$ cat config.mk
export PLATFORM = sky130hd
export DESIGN_NAME = acc_cpu
export DESIGN_NICKNAME = d
export VERILOG_FILES = /design/src/rtl/acc_pkg.sv /design/src/rtl/acc_alu.sv /design/src/rtl/acc_seq.sv /design/src/rtl/acc_datapath.sv /design/src/rtl/acc_cpu.sv
export SDC_FILE = /design/constraint.sdc
export NUM_CORES = 1
export LEC_CHECK = 0
export BUFFER_PORTS_ARGS = -buffer_cell sky130_fd_sc_hd__clkbuf_2
export CORE_AREA = 2 2 98 77
export CTS_CLUSTER_SIZE = 28
export DETAILED_ROUTE_END_ITERATION = 8
export DIE_AREA = 0 0 100 79
export GPL_TIMING_DRIVEN = 0
export PLACE_DENSITY_LB_ADDON = 0.2
export SYNTH_ARGS = -nofsm -noshare
export SYNTH_HDL_FRONTEND = slang
export SYNTH_HIERARCHICAL = 1
export SYNTH_SLANG_ARGS = --single-unit
$ cat constraint.sdc
create_clock -name clk -period 7.3 [get_ports clk]
set_input_delay 0.73 -clock clk [delete_from_list [all_inputs] [get_ports clk]]
set_output_delay 0.73 -clock clk [all_outputs]
set_load 0.005 [all_outputs]
$ cat src/rtl/acc_pkg.sv
// Package: shared opcode constants, sequencer states and the control bundle
// passed from the sequencer to the datapath of the accumulator processor.
package acc_pkg;

    localparam int OP_W = 4;

    localparam logic [OP_W-1:0] OPC_JMP   = 4'b0000;
    localparam logic [OP_W-1:0] OPC_JN    = 4'b0001;
    localparam logic [OP_W-1:0] OPC_JZ    = 4'b0010;
    localparam logic [OP_W-1:0] OPC_LOAD  = 4'b0100;
    localparam logic [OP_W-1:0] OPC_STORE = 4'b0101;
    localparam logic [OP_W-1:0] OPC_SUB   = 4'b1011;

    // Opcodes whose upper two bits are 10 belong to the ALU group.
    localparam logic [1:0] ALU_GROUP = 2'b10;

    typedef enum logic [2:0] {
        ST_IDLE,
        ST_FETCH,
        ST_EAGEN,
        ST_BTAKEN,
        ST_OPACC,
        ST_EXEC
    } seq_state_t;

    // One-cycle register-transfer enables issued by the sequencer.
    typedef struct packed {
        logic clr;     // clear PC and MAR
        logic fetch;   // capture instruction, PC and MAR <= PC+1
        logic jump;    // PC and MAR <= operand address
        logic mar_ea;  // MAR <= operand address
        logic mar_pc;  // MAR <= PC
        logic mdr_ld;  // MDR <= read data
        logic acc_ld;  // accumulator <= execute result
        logic rd;      // memory read strobe
        logic wr;      // memory write strobe
    } ctl_t;

endpackage

$ cat src/rtl/acc_alu.sv
// Module: acc_alu
// Purely combinational 12-bit operation unit for the ALU opcode group.
// The low two opcode bits pick AND, OR, ADD or SUB. Arithmetic wraps modulo
// 2**DW. Assumes the caller only uses the result for ALU-group opcodes.
module acc_alu #(
    parameter int DW = 12
) (
    input  logic [1:0]    op,
    input  logic [DW-1:0] lhs,
    input  logic [DW-1:0] rhs,
    output logic [DW-1:0] res
);

    // Select the operation named by the low opcode bits.
    always_comb begin
        unique case (op)
            2'b00:   res = lhs & rhs;
            2'b01:   res = lhs | rhs;
            2'b10:   res = lhs + rhs;
            default: res = lhs - rhs;
        endcase
    end

endmodule

$ cat src/rtl/acc_seq.sv
// Module: acc_seq
// Hardwired sequencer. It holds the state register and decodes the control
// bundle for the current state from the opcode and the accumulator flags.
// Assumes the flags come from a zero/sign test that does not use the ALU.
module acc_seq
    import acc_pkg::*;
(
    input  logic            clk,
    input  logic            rst_n,
    input  logic            start,
    input  logic [OP_W-1:0] opc,
    input  logic            acc_neg,
    input  logic            acc_zero,
    output ctl_t            ctl
);

    seq_state_t state, state_nx;
    logic       is_mem_op;

    assign is_mem_op = (opc[OP_W-1 -: 2] == ALU_GROUP) ||
                       (opc == OPC_LOAD) || (opc == OPC_STORE);

    // Next-state and control decode for the current state.
    always_comb begin
        ctl      = '0;
        state_nx = state;
        unique case (state)
            ST_IDLE: begin
                if (start) begin
                    ctl.clr  = 1'b1;
                    state_nx = ST_FETCH;
                end
            end
            ST_FETCH: begin
                ctl.rd    = 1'b1;
                ctl.fetch = 1'b1;
                state_nx  = ST_EAGEN;
            end
            ST_EAGEN: begin
                state_nx = ST_FETCH;
                if (opc == OPC_JMP) begin
                    ctl.jump = 1'b1;
                end else if ((opc == OPC_JN && acc_neg) || (opc == OPC_JZ && acc_zero)) begin
                    state_nx = ST_BTAKEN;
                end else if (is_mem_op) begin
                    ctl.mar_ea = 1'b1;
                    state_nx   = ST_OPACC;
                end
            end
            ST_BTAKEN: begin
                ctl.jump = 1'b1;
                state_nx = ST_FETCH;
            end
            ST_OPACC: begin
                ctl.mar_pc = 1'b1;
                if (opc == OPC_STORE) begin
                    ctl.wr   = 1'b1;
                    state_nx = ST_FETCH;
                end else begin
                    ctl.rd     = 1'b1;
                    ctl.mdr_ld = 1'b1;
                    state_nx   = ST_EXEC;
                end
            end
            default: begin
                ctl.acc_ld = 1'b1;
                state_nx   = ST_FETCH;
            end
        endcase
    end

    // State register with synchronous reset to idle.
    always_ff @(posedge clk) begin
        if (!rst_n) state <= ST_IDLE;
        else        state <= state_nx;
    end

    // the read and write strobes never overlap
    p_rw_exclusive_r12: assert property (@(posedge clk) disable iff (!rst_n)
        !(ctl.rd && ctl.wr));

    // an idle machine touches no memory
    p_idle_quiet_r1: assert property (@(posedge clk) disable iff (!rst_n)
        (state == ST_IDLE) |-> (!ctl.rd && !ctl.wr));

    // every fetch is followed by address generation
    p_fetch_then_ea_r3: assert property (@(posedge clk) disable iff (!rst_n)
        (state == ST_FETCH) |=> (state == ST_EAGEN));

    // an opcode outside the defined set goes straight back to fetch
    p_reserved_noop_r11: assert property (@(posedge clk) disable iff (!rst_n)
        (state == ST_EAGEN && !is_mem_op && opc != OPC_JMP &&
         opc != OPC_JN && opc != OPC_JZ) |=> (state == ST_FETCH));

    // a write happens only in operand access of a store
    p_write_only_store_r8: assert property (@(posedge clk) disable iff (!rst_n)
        ctl.wr |-> (state == ST_OPACC && opc == OPC_STORE));

endmodule

$ cat src/rtl/acc_datapath.sv
// Module: acc_datapath
// Register file of the processor: PC, MAR, MDR, IR and accumulator. It also
// holds the sign/zero test beside the ALU. Each register moves only on the
// sequencer's enables, and the sequencer never raises conflicting enables
// in one cycle.
module acc_datapath
    import acc_pkg::*;
#(
    parameter int AW = 8,
    parameter int DW = OP_W + AW
) (
    input  logic            clk,
    input  logic            rst_n,
    input  ctl_t            ctl,
    input  logic [DW-1:0]   rdata,
    output logic [AW-1:0]   mar,
    output logic [DW-1:0]   acc,
    output logic [OP_W-1:0] ir,
    output logic            acc_neg,
    output logic            acc_zero
);

    logic [AW-1:0] pc;
    logic [AW-1:0] pc_inc;
    logic [AW-1:0] ea;
    logic [DW-1:0] mdr;
    logic [DW-1:0] alu_res;

    assign pc_inc   = pc + 1'b1;
    assign ea       = mdr[AW-1:0];
    assign acc_neg  = acc[DW-1];
    assign acc_zero = (acc == '0);

    acc_alu #(.DW(DW)) u_alu (
        .op  (ir[1:0]),
        .lhs (acc),
        .rhs (mdr),
        .res (alu_res)
    );

    // Program counter: cleared on start, stepped on fetch, loaded on jumps.
    always_ff @(posedge clk) begin
        if (!rst_n || ctl.clr) pc <= '0;
        else if (ctl.fetch)    pc <= pc_inc;
        else if (ctl.jump)     pc <= ea;
    end

    // Address register: follows PC on fetch/jump, else operand or PC.
    always_ff @(posedge clk) begin
        if (!rst_n || ctl.clr) mar <= '0;
        else if (ctl.fetch)    mar <= pc_inc;
        else if (ctl.jump)     mar <= ea;
        else if (ctl.mar_ea)   mar <= ea;
        else if (ctl.mar_pc)   mar <= pc;
    end

    // Data and instruction registers: capture read data when told to.
    always_ff @(posedge clk) begin
        if (!rst_n) begin
            mdr <= '0;
            ir  <= '0;
        end else begin
            if (ctl.fetch || ctl.mdr_ld) mdr <= rdata;
            if (ctl.fetch)               ir  <= rdata[DW-1 -: OP_W];
        end
    end

    // Accumulator: takes the operand for LOAD, the ALU result otherwise.
    always_ff @(posedge clk) begin
        if (!rst_n)          acc <= '0;
        else if (ctl.acc_ld) acc <= (ir == OPC_LOAD) ? mdr : alu_res;
    end

    // fetch advances PC by one and points MAR at the new PC
    p_fetch_step_r3: assert property (@(posedge clk) disable iff (!rst_n)
        ctl.fetch |=> (pc == AW'($past(pc) + 1'b1)) && (mar == pc));

    // a jump puts the operand address into both PC and MAR
    p_jump_target_r4: assert property (@(posedge clk) disable iff (!rst_n)
        ctl.jump |=> (pc == $past(mdr[AW-1:0])) && (mar == pc));

    // subtraction wraps in two's complement
    p_sub_wraps_r10: assert property (@(posedge clk) disable iff (!rst_n)
        (ctl.acc_ld && ir == OPC_SUB) |=> (acc == DW'($past(acc) - $past(mdr))));

    // start clears PC and MAR together
    p_start_clears_r2: assert property (@(posedge clk) disable iff (!rst_n)
        ctl.clr |=> (pc == '0) && (mar == '0));

endmodule

$ cat src/rtl/acc_cpu.sv
// Module: acc_cpu
// Top of the accumulator processor: wires the sequencer to the datapath and
// exposes the single shared memory port. Assumes memory read data is valid
// in the same cycle as mem_rd (combinational read).
module acc_cpu
    import acc_pkg::*;
#(
    parameter int AW = 8
) (
    input  logic                clk,
    input  logic                rst_n,
    input  logic                start,
    output logic [AW-1:0]       mem_addr,
    input  logic [OP_W+AW-1:0]  mem_rdata,
    output logic [OP_W+AW-1:0]  mem_wdata,
    output logic                mem_rd,
    output logic                mem_wr
);

    localparam int DW = OP_W + AW;

    ctl_t            ctl;
    logic [OP_W-1:0] ir;
    logic            acc_neg;
    logic            acc_zero;

    acc_seq u_seq (
        .clk      (clk),
        .rst_n    (rst_n),
        .start    (start),
        .opc      (ir),
        .acc_neg  (acc_neg),
        .acc_zero (acc_zero),
        .ctl      (ctl)
    );

    acc_datapath #(.AW(AW), .DW(DW)) u_dp (
        .clk      (clk),
        .rst_n    (rst_n),
        .ctl      (ctl),
        .rdata    (mem_rdata),
        .mar      (mem_addr),
        .acc      (mem_wdata),
        .ir       (ir),
        .acc_neg  (acc_neg),
        .acc_zero (acc_zero)
    );

    assign mem_rd = ctl.rd;
    assign mem_wr = ctl.wr;

endmodule

==> impl_metrics.toml <==
[run_status]
status = "complete, no violations"

[cts]
cts_sinks = 47
cts_tree = "yes"
clockRootBuffer = "sky130_fd_sc_hd__clkbuf_8"
cts_resized = 0
cts_buffers = 5
clkTransAtPathRegs_ns = 0.09
clk_path_buf_depth = 2
clock_latency_of_the_later_clocked_register_in_the_worst_skew_pair_ns = 0.30
cts_setup_buffers = 0
cts.htree.levels = 2
ctsHoldBuffers = 0

[sta]
grt_setup_unrepaired = "false"
post-route-period-util = 0.479
finalHoldViolCount = 0
setup-violations-final = 0
clock.fmax_ghz = 0.286
maxSlewViolCount = 0
finalWorstPathRequiredPeriod_ns = 3.50
fin_skew_ns = 0.0129
totalNegativeSetupSlack_ns = 0
worst-slew-pin-transition_ns = 0.581
worst_slew_margin_rel = 0.612

[grt]
grt_start_max_net_pins = 15
grt_pass1_vias = 2960
gr-total-overflow = 0
antenna_found_initial = 0
grt_first_pass_wirelength_mm = 14.8
global_route.usage.total = 0.235

[floorplanning]
die_area_sq_mm = 0.00790
floorplan.die.height_um = 79
ios = 37
start_util = 0.480
die_width_um = 100
core_region_area_sq_mm = 0.00703
placementRows = 27

[final_layout]
final_design_area_no_fill_sq_mm = 0.00379
ff_latch_area_sq_um = 941
area_of_the_multi_input_gates_sq_mm = 0.00226
filler_cell_count = 696
finish.net_count = 491
antenna-diode-count = 0
layout.core_utilization = 0.540
area_growth_syn_to_layout_pct = 12.5
drive_above_1_share = 0.131

[synth]
synth_enable_flop_cells = 0
synthFlopType = "sky130_fd_sc_hd__dfxtp_1"
ys_ff_latch = 47
yosysUniqueCellTypes = 57
seq_total_area_yosys = 0.279
postSynthCellCount = 415
mappedNetlistNets = 448
post-synth-top-count-cell = "sky130_fd_sc_hd__dfxtp_1"
synthesis.area_per_instance_sq_um = 8.12
yosys.area_share.xor_xnor = 0.0676
synthArstFlopShare = 0
yosys.area.top_type = "sky130_fd_sc_hd__dfxtp_1"
post-synth-top-area-fraction = 0.279
synth_top_family_by_area = "compound AO/OA/AOI/OAI gates"
synth_simple_gate_area_share = 0.201
netlist_top_cells_count = "sky130_fd_sc_hd__dfxtp_1 (47), sky130_fd_sc_hd__nand2_1 (45), sky130_fd_sc_hd__a21oi_1 (41), sky130_fd_sc_hd__nor2_1 (29), sky130_fd_sc_hd__mux2i_1 (22)"
synth-compound-area-share = 0.238
synth-adder-area-share = 0.0810
synth_area_leaders = "sky130_fd_sc_hd__dfxtp_1 (28%), sky130_fd_sc_hd__mux2i_1 (6.5%), sky130_fd_sc_hd__ha_1 (6.3%)"
synthMuxAreaShare = 0.0821
netlist_area_sq_mm = 0.00337
synthesis.yosys.warnings = 6

[routing]
wl_mm = 9.09
detail_route.vias_per_cell = 5.79
routedWlPerCell_um = 16.6
highest-signal-layer = "met4"
vias = 3163
drcViolationCount = 0
routed-wl-met2_mm = 3.86
drt-met1-wl_mm = 4.68
count_of_routing_violations_after_the_opening_detailed_route_iteration = 165
first_pass_iters = 4
drt.antenna.violating_nets = 0
detailroute.wirelength.met3_um = 518

[worst_setup_path]
timing.critical_path.fanout_max = 10
critPathLaunchType = "register"
arrival_ns = 3.67
critPathKind = "register to register"
endpoint_kind = "register"
worst-endpoint-required_ns = 7.47

[power]
irDropWorstVdd_uv = 109
p_leak_uw = 0.00160
powerDensity_mw_per_mm2 = 195

[run]
number_of_max_capacitance_violations_reported = 0

[min_path]
worst_hold_path_type = "register to register"

[place]
io_buffers = 36
dp_hpwl_mm = 6.79
globalplace.congestion = 0.924
placed_cell_area_sq_mm = 0.00366
## layer usage
metal	vias up	GRT usage
li1	1571	-
met1	1498	0.346
met2	90	0.366
met3	4	0.0431
met4	0	0.0329
met5	-	0
## worst paths after layout
kind	slack, ns	depth (start not counted)	from	to
worst max register to register	3.80	12	u_dp/ir[0]$_SDFFE_PN0P_	u_dp/acc[6]$_SDFFE_PN0P_
worst min-delay path	0.51	2	u_dp/mdr[11]$_SDFFE_PN0P_	u_dp/mdr[11]$_SDFFE_PN0P_
worst min register to register	0.51	2	u_dp/mdr[11]$_SDFFE_PN0P_	u_dp/mdr[11]$_SDFFE_PN0P_
worst max-delay path	3.80	12	u_dp/ir[0]$_SDFFE_PN0P_	u_dp/acc[6]$_SDFFE_PN0P_
## worst max-delay path: stages, from the launching register on
cell and delay (ns):
sky130_fd_sc_hd__dfxtp_1 0.50, sky130_fd_sc_hd__clkbuf_1 0.46, sky130_fd_sc_hd__nand2b_1 0.30, sky130_fd_sc_hd__o21ai_0 0.20
sky130_fd_sc_hd__fa_1 0.48, sky130_fd_sc_hd__a21o_1 0.17, sky130_fd_sc_hd__a21oi_1 0.25, sky130_fd_sc_hd__o21bai_1 0.10
sky130_fd_sc_hd__a21oi_1 0.39, sky130_fd_sc_hd__xnor2_1 0.13, sky130_fd_sc_hd__a21o_1 0.19, sky130_fd_sc_hd__mux2i_1 0.12
sky130_fd_sc_hd__a21oi_1 0.08
## metrics by stage
stage / hold WS (ns) / instances / total power [uW] / setup slack (ns)
3_5_place_dp: 0.507 / 538 / 510 / 3.92
4_1_cts: 0.517 / 546 / 737 / 3.90
5_1_grt: 0.548 / 546 / 778 / 3.56
2_1_floorplan: 0.459 / 415 / 457 / 4.52
6_report: 0.513 / 546 / 738 / 3.80
3_3_place_gp: 0.492 / 538 / 505 / 4.00
## registers in the layout, summed over array words and instances (netlist names)
register	flops
u_dp/acc	12
u_dp/mdr	12
u_dp/mar	8
u_dp/pc	8
u_dp/ir	4
u_seq/state	3
## power by group
group          switching, uW  internal, uW
sequential              23.8           270
combinational            123          91.2
clock                   92.8           137
## final cells by class
type                            count  share of cell area
Tap cell                           87              0.0287
Buffer                             25              0.0333
Multi-Input combinational cell    331               0.595
Clock buffer                        6              0.0191
Timing Repair Buffer               36              0.0475
Clock inverter                      2              0.0158
Sequential cell                    47               0.248
Inverter                           12              0.0119
## layout by cell type (no fill, tap or decap), drive strengths merged, types with 5 or more instances in the layout
cell and count:
a211oi 10, a21boi 12, a21o 12, a21oi 42, a31oi 5, buf 9
clkbuf 58, dfxtp 47, ha 17, inv 12, mux2 5, mux2i 22
nand2 45, nand3 6, nor2 29, nor2b 8, nor3 9, nor4 5
o21ai 28, o31ai 5, xnor2 11, xor2 15
## cells by family after synthesis
logic type | after synthesis
multiplexers | 27
buffers and inverters | 37
XOR/XNOR | 26
flip-flops | 47
adder cells (fa/ha/maj) | 22
AND/OR/NAND/NOR | 129
AO/OA/AOI/OAI | 127
(Power assumes the default switching activity.)
